## src/rtl/sigwd_pkg.sv

```systemverilog
`timescale 1ns/1ps
package sigwd_pkg;

   localparam logic [1:0] BEAT_HI_LO = 2'b10;
   localparam logic [1:0] BEAT_LO_HI = 2'b01;
   localparam logic [1:0] BEAT_DEAD  = 2'b00;

   // Heartbeat code from the latched error and the current phase.
   function automatic logic [1:0] beat_code(input logic dead, input logic phase);
      if (dead)
         return BEAT_DEAD;
      return phase ? BEAT_HI_LO : BEAT_LO_HI;
   endfunction

endpackage

```

## src/rtl/sigwd_beat_div.sv

```systemverilog
`timescale 1ns/1ps
module sigwd_beat_div #(
   parameter int HALF_CYC = 16
) (
   input  logic clk,
   input  logic rst_n,
   output logic tick
);
   localparam int CW = (HALF_CYC > 1) ? $clog2(HALF_CYC) : 1;

   logic [CW-1:0] cnt_q;

   assign tick = (cnt_q == CW'(HALF_CYC - 1));

   always_ff @(posedge clk or negedge rst_n) begin
      if (!rst_n)
         cnt_q <= '0;
      else if (tick)
         cnt_q <= '0;
      else
         cnt_q <= cnt_q + 1'b1;
   end
endmodule

```

## src/rtl/sigwd_addr_gen.sv

```systemverilog
`timescale 1ns/1ps
module sigwd_addr_gen #(
   parameter int SIG_LEN = 12,
   parameter int ADDR_W  = 4
) (
   input  logic              clk,
   input  logic              rst_n,
   input  logic              adv,
   output logic [ADDR_W-1:0] addr
);
   if (SIG_LEN == (1 << ADDR_W)) begin : g_pow2
      // The counter rolls over on its own at the table length.
      always_ff @(posedge clk or negedge rst_n) begin
         if (!rst_n)
            addr <= '0;
         else if (adv)
            addr <= addr + 1'b1;
      end
   end else begin : g_cmp
      always_ff @(posedge clk or negedge rst_n) begin
         if (!rst_n)
            addr <= '0;
         else if (adv)
            addr <= (addr == ADDR_W'(SIG_LEN - 1)) ? '0 : addr + 1'b1;
      end
   end
endmodule

```

## src/rtl/sigwd_stall_timer.sv

```systemverilog
`timescale 1ns/1ps
module sigwd_stall_timer #(
   parameter int TMO_HALVES = 4
) (
   input  logic clk,
   input  logic rst_n,
   input  logic clr,
   input  logic tick,
   output logic expired
);
   if (TMO_HALVES == 0) begin : g_off
      assign expired = 1'b0;
   end else begin : g_on
      localparam int SW = $clog2(TMO_HALVES + 1);
      logic [SW-1:0] cnt_q;

      assign expired = tick && !clr && (cnt_q == SW'(TMO_HALVES - 1));

      always_ff @(posedge clk or negedge rst_n) begin
         if (!rst_n)
            cnt_q <= '0;
         else if (clr)
            cnt_q <= '0;
         else if (tick && !expired)
            cnt_q <= cnt_q + 1'b1;
      end
   end
endmodule

```

## src/rtl/sig_watchdog.sv

```systemverilog
`timescale 1ns/1ps
module sig_watchdog
   import sigwd_pkg::*;
#(
   parameter int CLK_HZ     = 16000,
   parameter int BEAT_HZ    = 500,
   parameter int SIG_LEN    = 12,
   parameter int TMO_HALVES = 4
) (
   input  logic                       clk,
   input  logic                       rst_n,
   input  logic                       act_bit,
   input  logic                       act_vld,
   input  logic                       exp_bit,
   output logic [$clog2(SIG_LEN)-1:0] tbl_addr,
   output logic [1:0]                 beat
);
   localparam int HALF_CYC = CLK_HZ / (2 * BEAT_HZ);
   localparam int ADDR_W   = $clog2(SIG_LEN);

   if (SIG_LEN < 2) begin : g_bad_len
      $error("sig_watchdog: SIG_LEN must be at least 2");
   end
   if (BEAT_HZ < 1 || HALF_CYC < 2) begin : g_bad_div
      $error("sig_watchdog: CLK_HZ must give at least two cycles per half period");
   end
   if (CLK_HZ % (2 * BEAT_HZ) != 0) begin : g_bad_ratio
      $error("sig_watchdog: CLK_HZ must be a multiple of 2*BEAT_HZ");
   end
   if (TMO_HALVES < 0) begin : g_bad_tmo
      $error("sig_watchdog: TMO_HALVES must not be negative");
   end

   logic tick;
   logic stall_exp;
   logic mismatch;
   logic advance;
   logic err_q;
   logic phase_q;

   assign mismatch = act_vld && (act_bit != exp_bit) && !err_q;
   assign advance  = act_vld && !mismatch && !err_q;

   sigwd_beat_div #(.HALF_CYC(HALF_CYC)) u_div (
      .clk  (clk),
      .rst_n(rst_n),
      .tick (tick)
   );

   sigwd_addr_gen #(.SIG_LEN(SIG_LEN), .ADDR_W(ADDR_W)) u_addr (
      .clk  (clk),
      .rst_n(rst_n),
      .adv  (advance),
      .addr (tbl_addr)
   );

   sigwd_stall_timer #(.TMO_HALVES(TMO_HALVES)) u_stall (
      .clk    (clk),
      .rst_n  (rst_n),
      .clr    (act_vld),
      .tick   (tick),
      .expired(stall_exp)
   );

   always_ff @(posedge clk or negedge rst_n) begin
      if (!rst_n) begin
         err_q   <= 1'b0;
         phase_q <= 1'b1;
      end else begin
         if (mismatch || stall_exp)
            err_q <= 1'b1;
         if (tick && !err_q)
            phase_q <= ~phase_q;
      end
   end

   assign beat = beat_code(err_q, phase_q);
endmodule

```

## config.mk

```make
export PLATFORM = sky130hd
export DESIGN_NAME = sig_watchdog
export DESIGN_NICKNAME = d
export VERILOG_FILES = /design/src/rtl/sigwd_pkg.sv /design/src/rtl/sigwd_beat_div.sv /design/src/rtl/sigwd_addr_gen.sv /design/src/rtl/sigwd_stall_timer.sv /design/src/rtl/sig_watchdog.sv
export SDC_FILE = /design/constraint.sdc
export NUM_CORES = 1
export LEC_CHECK = 0
export BUFFER_PORTS_ARGS = -buffer_cell sky130_fd_sc_hd__clkbuf_2
export CORE_AREA = 2 2 44 46
export CTS_CLUSTER_SIZE = 14
export DETAILED_ROUTE_END_ITERATION = 8
export DIE_AREA = 0 0 46 48
export PLACE_DENSITY_LB_ADDON = 0.05
export SLEW_MARGIN = 20
export SYNTH_ARGS = -nofsm -noshare
export SYNTH_HDL_FRONTEND = slang
export SYNTH_SLANG_ARGS = --single-unit
```

## constraint.sdc

```tcl
create_clock -name clk -period 1.25 [get_ports clk]
set_input_delay 0.1875 -clock clk [delete_from_list [all_inputs] [get_ports clk]]
set_output_delay 0.1875 -clock clk [all_outputs]
set_load 0.01 [all_outputs]
```

# Word level (Yosys, flattened, before mapping)

Index checks and enable logic that the tools add are counted.

Muxes and demuxes: 8
$add $sub $neg: 3
Bitwise logic cells: 1
Reduce and logical (&&, ||, !) cells: 14
Equal/unequal tests: 4

Operators with widths:

| kind                                                            | number |
|---|---|
| 4-bit by 1-bit adder with 4-bit output, second input constant   | 2 |
| 4-bit == test, second input constant                            | 2 |
| 1-bit logical AND                                               | 8 |
| 4-bit 2-to-1 mux                                                | 2 |
| 2-bit 2-to-1 mux                                                | 3 |
| 3-bit 2-to-1 mux                                                | 2 |
| 1-bit logical NOT                                               | 4 |
| 3-bit by 1-bit adder with 3-bit output, second input constant   | 1 |
| 3-bit by 2-bit == test with 1-bit output, second input constant | 1 |
| 2-bit nonzero test                                              | 1 |
| 1-bit logical OR                                                | 1 |
| 1-bit 2-to-1 mux                                                | 1 |
| 1-bit inequality test                                           | 1 |
| 1-bit NOT                                                       | 1 |

Register bits: 13
Input port bits: 5
Word-level logic and storage cells: 35
Output and inout bits: 6

# Depth between registers and ports, before layout

Gate-level depths: netlist (run 1).

Depth after elaboration: 7
Depth in mapped cells: 5
Mapped depth without buffers: 5

# Cells and area by module

From an unflattened synthesis (run 1), not the netlist that was laid out.

Cell total of the unflattened synthesis: 57
Area total of the unflattened synthesis: 649.4 um2

Modules (own cells, without submodules):

| module            | instances | cells each | area an instance (um2) | seq. area each (um2) |
|---|---|---|---|---|
| sigwd_addr_gen    | 1         | 18         | 193.9                  | 100.1 |
| sigwd_stall_timer | 1         | 17         | 185.2                  | 75.1 |
| sigwd_beat_div    | 1         | 13         | 168.9                  | 100.1 |
| sig_watchdog      | 1         | 9          | 101.3                  | 51.3 |

# Worst setup path after synthesis (run 1)

No wires, ideal clock.

Kind: register to register
Start point: register u_stall.g_on.cnt_q[0]
End point: register u_stall.g_on.cnt_q[2]
Cell stages (with the launch flop): 6
Data required time: 1,156 ps
Period minus slack after synthesis: 1,382 ps
Library setup time: 94 ps
Path buffers: 0
Data arrival time: 1,288 ps
Setup slack: -132 ps
Cells stage by stage: dfrtp_1 -> ha_1 -> ha_1 -> and4b_1 -> nor2_1 -> a211oi_1

Cells in the longest elaborated chain, start to end: 5
Elaborated cells on any way between the ends: 8
Classes of those cells: 1 x add/sub; 1 x eq/ne; 2 x mux; 4 x reduce/logical

Ends and longest elaborated chain:

| item                                                                                           | line                    | RTL |
|---|---|---|
| start, declared                                                                                | sigwd_stall_timer.sv:15 | `logic [SW-1:0] cnt_q;` |
| start signal, assigned                                                                         | sigwd_stall_timer.sv:25 | `cnt_q <= cnt_q + 1'b1;` |
| parallel branches: the longest is 5 deep, another holds 3-bit by 1-bit adder with 3-bit output | --                      |  |

Parallel ways; which one is timed is not known. The select of a mux whose other input is x is not followed.
A chain may end at the register's enable or synchronous reset.

# Worst setup path in the final report (run 1)

Same ends and word-level chain as after synthesis.

==> results of run 1 <==
## through the flow
step / instances / setup WS (ns) / instance area, sq um
after floorplan: 58 / -0.0418 / 651
after global placement: 95 / -0.0985 / 797
after detailed placement: 95 / -0.133 / 797
after CTS: 101 / -0.106 / 843
after global routing: 102 / -0.172 / 890
final: 102 / -0.103 / 890
## cell usage in the layout (no fill, tap or decap), types with 2 or more instances in the layout
| cell type | Yosys | routed |
|---|---|---|
| ha_2 | 0 | 2 |
| buf_4 | 0 | 12 |
| clkbuf_2 | 0 | 8 |
| inv_2 | 1 | 2 |
| nand2_1 | 2 | 2 |
| nor2_1 | 7 | 6 |
| a31oi_1 | 2 | 2 |
| a21oi_1 | 3 | 3 |
| mux2_2 | 2 | 2 |
| inv_1 | 3 | 2 |
| dfrtp_1 | 12 | 12 |
| buf_2 | 0 | 2 |
| clkbuf_4 | 0 | 3 |
| nand3_1 | 3 | 3 |
| xor2_1 | 2 | 2 |
| o21ai_0 | 4 | 4 |
## per-layer routing
| layer | GRT usage (%) | part of all wire, % |
|---|---|---|
| met2 | 20.6 | 49 |
| met1 | 12.5 | 46 |
| met3 | 3.40 | 2.5 |
| met4 | 8.57 | 1.9 |
| met5 | 0 | 0 |
## timing repair
action,in CTS,in global routing
setup endpoints to repair,4,8
hold buffers,1,0
pin swaps,3,2
resized for setup,1,10
buffers inserted,1,1
hold endpoints to repair,12,0
## critical path: cells and delay by family (launching register included)
kind / cells / cell delay, ns
compound gates: 1 / 0.14
fa+ha+maj: 2 / 0.35
flops: 1 / 0.39
simple gates: 2 / 0.41
## final cells by class
class | instances | area (sq um) | share of cell area (%)
clock buffer | 3 | 22.5 | 2.53
clock inverter | 1 | 5.00 | 0.563
inverter | 4 | 15.0 | 1.69
multi-input combinational | 41 | 349 | 39.2
sequential | 13 | 327 | 36.7
tap | 17 | 21.3 | 2.39
timing repair buffer | 23 | 150 | 16.9
## where the power goes
group	internal, W	switching, W
registers	0.000432	0.00000972
clock network	0.000119	0.000140
logic	0.0000479	0.0000475
total	0.000599	0.000197
## registers in the layout, indices dropped and copies added (netlist names)
signal              cells
phase_q                 1
u_stall.g_on.cnt_q      3
err_q                   1
u_addr.addr             4
u_div.cnt_q             4
## kinds of logic after synthesis
group,after synthesis,synth area share (%)
xor gates and xnor gates,4,6.77
muxes,3,5.38
buffers and inverters,4,2.39
AOI/OAI and AO/OA,12,11.4
DFF,13,52.0
and+or+nand+nor,18,14.1
adders and majority gates,4,7.97
## path summary, 6_finish.rpt
| check | cells past startpoint | end | start |
|---|---|---|---|
| min reg2reg | 1 | u_div.cnt_q[1] | u_div.cnt_q[0] |
| max in group asynchronous | 2 | phase_q | rst_n |
| min | 3 | u_stall.g_on.cnt_q[1] | act_vld |
| max | 5 | u_stall.g_on.cnt_q[2] | u_stall.g_on.cnt_q[0] |
| min in group asynchronous | 2 | u_div.cnt_q[2] | rst_n |
| max reg2reg | 5 | u_stall.g_on.cnt_q[2] | u_stall.g_on.cnt_q[0] |
==> results.py, run 1 <==
metrics = {
    "timing": {
        "report.final.slew_viol_count": 0,
        "hold_viol": 0,
        "rsz0062_at_grt": "true",
        "slew_headroom_pct": 77.7,
        "setup_tns_ns": -0.293,
        "max_freq_mhz": 739,
        "whs_ns": 0.258,
        "min_period_ns": 1.35,
        "skew_ns": 0.00336,
        "tightestPinTransition_ns": 0.334,
        "fin_ws_ns": -0.103,
        "post-route-period-util_pct": 108,
        "finalSetupViolCount": 4,
    },
    "setup_path": {
        "critPathArrivalTime_ns": 1.55,
        "regToRegSetupSlack_ns": -0.10,
        "worstSetupPathType": "flop to flop",
        "crit_fanout": 4,
        "worst_setup_path_end_kind": "flop",
        "path_cells": "ha_2 > ha_4 > and4b_2 > nor2_1 > a211oi_2",
        "slowest_stage": "dfrtp_1",
        "required_ns": 1.45,
        "critical-path-max-stage-delay_ns": 0.39,
        "cp-start-kind": "flop",
    },
    "synth": {
        "ys_seq_area_share_pct": 52.0,
        "synth_top_cell_area_share_pct": 47.8,
        "synth_enable_flop_cells": 0,
        "synthesis.nets": 67,
        "synth_top_area_cell": "dfrtp_1",
        "post-synth-top-count-cell": "dfrtp_1",
        "yosysWarnings": 0,
        "async_flop_share_pct": 100,
        "synthCells": 58,
        "synth_ff_type": "dfrtp_1",
        "avgSynthCellArea_sq_um": 10.8,
        "synth.distinct_cells": 25,
        "synth.area.top_cells": "dfrtp_1 48%, ha_1 8.0%, dfstp_2 4.2%",
        "synth_seq_cells": 13,
        "syn_area_sq_um": 628,
        "synthTopCellsByCount": "12 x dfrtp_1, 7 x nor2_1, 4 x ha_1, 4 x o21ai_0",
    },
    "die": {
        "die_area_sq_um": 2210,
        "rows": 15,
        "die_h_um": 48,
        "start_util_pct": 37.2,
        "die_w_um": 46,
        "fp.coreArea_sq_um": 1690,
        "io_pins": 11,
    },
    "global_route": {
        "grt_max_degree": 14,
        "grt_pass1_vias": 428,
        "grt_antenna_before_repair": 0,
        "grt-ovfl-total": 0,
        "grt_pass1_wl_um": 1740,
        "grtUsageTotal_pct": 11.9,
    },
    "clock_network": {
        "clockBufferDepth": 2,
        "numCtsBuffers": 3,
        "clk_pin_slew_ns": 0.08,
        "htree_num_levels": 1,
        "clock-sinks": 13,
        "cts_tree": "done",
        "worstSkewPairLatency_ns": 0.28,
        "clock-root-buffer": "clkbuf_4",
    },
    "power_and_ir_drop": {
        "p_leak_nw": 0.411,
        "power_w": 0.000796,
        "peakVddDrop_uv": 501,
        "power_density_nw_per_um2": 895,
    },
    "placed_design": {
        "gp_congestion": 0.705,
        "port_buffers": 10,
        "place_hpwl_um": 863,
    },
    "final_layout": {
        "fillers": 158,
        "fin_nets": 95,
        "drive_gt1_share_pct": 51.8,
        "diodes": 0,
        "area_growth_pct": 41.6,
        "post-route-util_pct": 52.7,
    },
    "route": {
        "totalWireLength_um": 1100,
        "viasPerCell": 4.90,
        "dr.pass1.iters": 4,
        "drtAntennaViolNets": 0,
        "drc": 0,
        "routedWlPerCell_um": 10.8,
        "via_count": 500,
        "drt_iter0_drc": 9,
    },
    "hold_path": {
        "hp-class": "primary input to flop",
    },
    "outcome": {
        "failed_checks": "setup timing",
        "outcome": "finished with violations",
    },
    "job": {
        "cap_violations": 0,
    },
}
(Power assumes the default switching activity.)
==> inputs of run 2 (changes only) <==
--- a/config.mk
+++ b/config.mk
@@ -6,10 +6,10 @@
 export NUM_CORES = 1
 export LEC_CHECK = 0
 export BUFFER_PORTS_ARGS = -buffer_cell sky130_fd_sc_hd__clkbuf_2
-export CORE_AREA = 2 2 44 46
+export CORE_AREA = 2 2 54 56
 export CTS_CLUSTER_SIZE = 14
 export DETAILED_ROUTE_END_ITERATION = 8
-export DIE_AREA = 0 0 46 48
+export DIE_AREA = 0 0 56 58
 export PLACE_DENSITY_LB_ADDON = 0.05
 export SLEW_MARGIN = 20
 export SYNTH_ARGS = -nofsm -noshare
==> run 2 against run 1 <==
Compared with the run above: clock-buffer cell count grew 1; the flow still finishes with violations (setup timing); clock power is 2% higher; largest power group unchanged; wire length rose by 26%; sequential power is essentially flat; total power up 0.70%; sequential share of layout area fell by 0.86 points; via count increased by 1.6%; non-clock buffer count grew 2.
==> results.py, run 2 (synthesis results as in run 1) <==
metrics = {
    "outcome": {
        "outcome": "finished with violations",
        "failed_checks": "setup timing",
    },
    "setup_path": {
        "worst_setup_path_end_kind": "flop",
        "rr_worst_depth": 5,
        "path_cells": "ha_2 > ha_4 > and4b_2 > xnor2_1 > nor2_1",
        "critical-path-max-stage-delay_ns": 0.39,
        "critPathArrivalTime_ns": 1.52,
        "critPathTopFamily": "flip-flops",
        "cp-start-kind": "flop",
        "worstSetupPathType": "flop to flop",
        "crit_cells": 5,
        "crit_fanout": 4,
        "required_ns": 1.42,
        "slowest_stage": "dfrtp_1",
        "crit_buf_inv": 0,
    },
    "hold_path": {
        "whs_path_depth": 3,
        "hp-class": "primary input to flop",
    },
    "die": {
        "die_w_um": 56,
        "rows": 19,
        "die_area_sq_um": 3250,
        "start_util_pct": 23.6,
        "die_h_um": 58,
        "fp.coreArea_sq_um": 2660,
        "io_pins": 11,
    },
    "global_route": {
        "grt_max_degree": 14,
        "grt_antenna_before_repair": 0,
        "grtUsageTotal_pct": 10.3,
        "grt_pass1_vias": 572,
        "grt_pass1_wl_um": 2470,
        "grt-ovfl-total": 0,
    },
    "clock_network": {
        "htree_num_levels": 1,
        "worstSkewPairLatency_ns": 0.27,
        "clk_pin_slew_ns": 0.08,
        "numCtsBuffers": 3,
        "clockBufferDepth": 2,
        "clock-root-buffer": "clkbuf_4",
        "clock-sinks": 13,
        "cts_tree": "done",
    },
    "route": {
        "via_count": 508,
        "dr.pass1.iters": 3,
        "drt_iter0_drc": 10,
        "routedWlPerCell_um": 11.7,
        "totalWireLength_um": 1380,
        "viasPerCell": 4.31,
        "drc": 0,
        "drtAntennaViolNets": 0,
    },
    "power_and_ir_drop": {
        "peakVddDrop_uv": 567,
        "power_density_nw_per_um2": 880,
        "p_leak_nw": 0.419,
    },
    "timing": {
        "post-route-period-util_pct": 108,
        "whs_ns": 0.263,
        "slew_headroom_pct": 76.7,
        "finalSetupViolCount": 4,
        "hold_viol": 0,
        "rsz0062_at_grt": "true",
        "min_period_ns": 1.35,
        "skew_ns": 0.00305,
        "fin_ws_ns": -0.0966,
        "report.final.slew_viol_count": 0,
        "tightestPinTransition_ns": 0.349,
        "max_freq_mhz": 743,
    },
    "job": {
        "cap_violations": 0,
    },
    "final_layout": {
        "multiInputGateArea_sq_um": 332,
        "layout_common_cells": "12 x dfrtp_1, 12 x buf_4, 8 x clkbuf_2",
        "area_growth_pct": 45.0,
        "diodes": 0,
        "fin_nets": 97,
        "drive_gt1_share_pct": 48.3,
        "post-route-util_pct": 34.2,
        "fillers": 284,
        "final-seq-area_sq_um": 327,
        "reg_top3": "u_addr.addr: 4 flops, u_div.cnt_q: 4 flops, u_stall.g_on.cnt_q: 3 flops",
    },
    "placed_design": {
        "gp_congestion": 0.785,
        "port_buffers": 10,
        "place_hpwl_um": 1070,
    },
}
-- run 2: per-layer routing --
metal | track usage, % | up-vias | share of wire [%]
li1 | - | 263 | -
met1 | 11.2 | 236 | 48
met2 | 17.0 | 7 | 47
met3 | 3.35 | 2 | 3.6
met4 | 7.48 | 0 | 1.3
met5 | 0 | - | 0
-- run 2: final timing paths --
kind | startpoint | end | slack (ns)
worst min-delay path | act_vld | u_stall.g_on.cnt_q[1] | 0.26
min in group asynchronous | rst_n | u_div.cnt_q[2] | 0.35
worst max-delay path | u_stall.g_on.cnt_q[1] | u_stall.g_on.cnt_q[0] | -0.1
max in group asynchronous | rst_n | phase_q | 0.61
worst max register to register | u_stall.g_on.cnt_q[1] | u_stall.g_on.cnt_q[0] | -0.1
worst min register to register | u_div.cnt_q[1] | u_div.cnt_q[1] | 0.50
-- run 2: final cells by class --
cell class	count	area share (%)
well taps	31	4.26
inverters	4	1.65
repair buffers	25	19.0
clock buffers	4	2.88
multi-input cells	41	36.4
flip-flops and latches	13	35.9
-- run 2: metrics by stage --
step	instances	total power, W	TNS, ns	setup slack [ns]	instance area [sq um]
floorplan	58	0.000484	-0.0820	-0.0418	651
global placement	111	0.000532	-0.259	-0.103	830
detailed placement	111	0.000530	-0.303	-0.134	830
CTS	116	0.000816	-0.363	-0.112	867
global route	118	0.000857	-0.632	-0.150	911
finish	118	0.000802	-0.269	-0.0966	911
-- run 2: what timing repair did --
action | in CTS | in global routing
pin swaps | 3 | 4
endpoints found under the setup margin | 4 | 8
hold buffers | 1 | 0
setup buffers | 0 | 2
resized for setup | 1 | 9
hold endpoints to repair | 12 | 0
-- run 2: worst min-delay path: stages --
cell      delay (ns)
clkbuf_2        0.13
buf_4           0.14
a21oi_1         0.04
-- run 2: report_power, final --
group,total [W],internal [W],switching (W)
Combinational,0.0000947,0.0000486,0.0000461
Clock,0.000263,0.000124,0.000140
Sequential,0.000444,0.000432,0.0000117
Total,0.000802,0.000604,0.000197
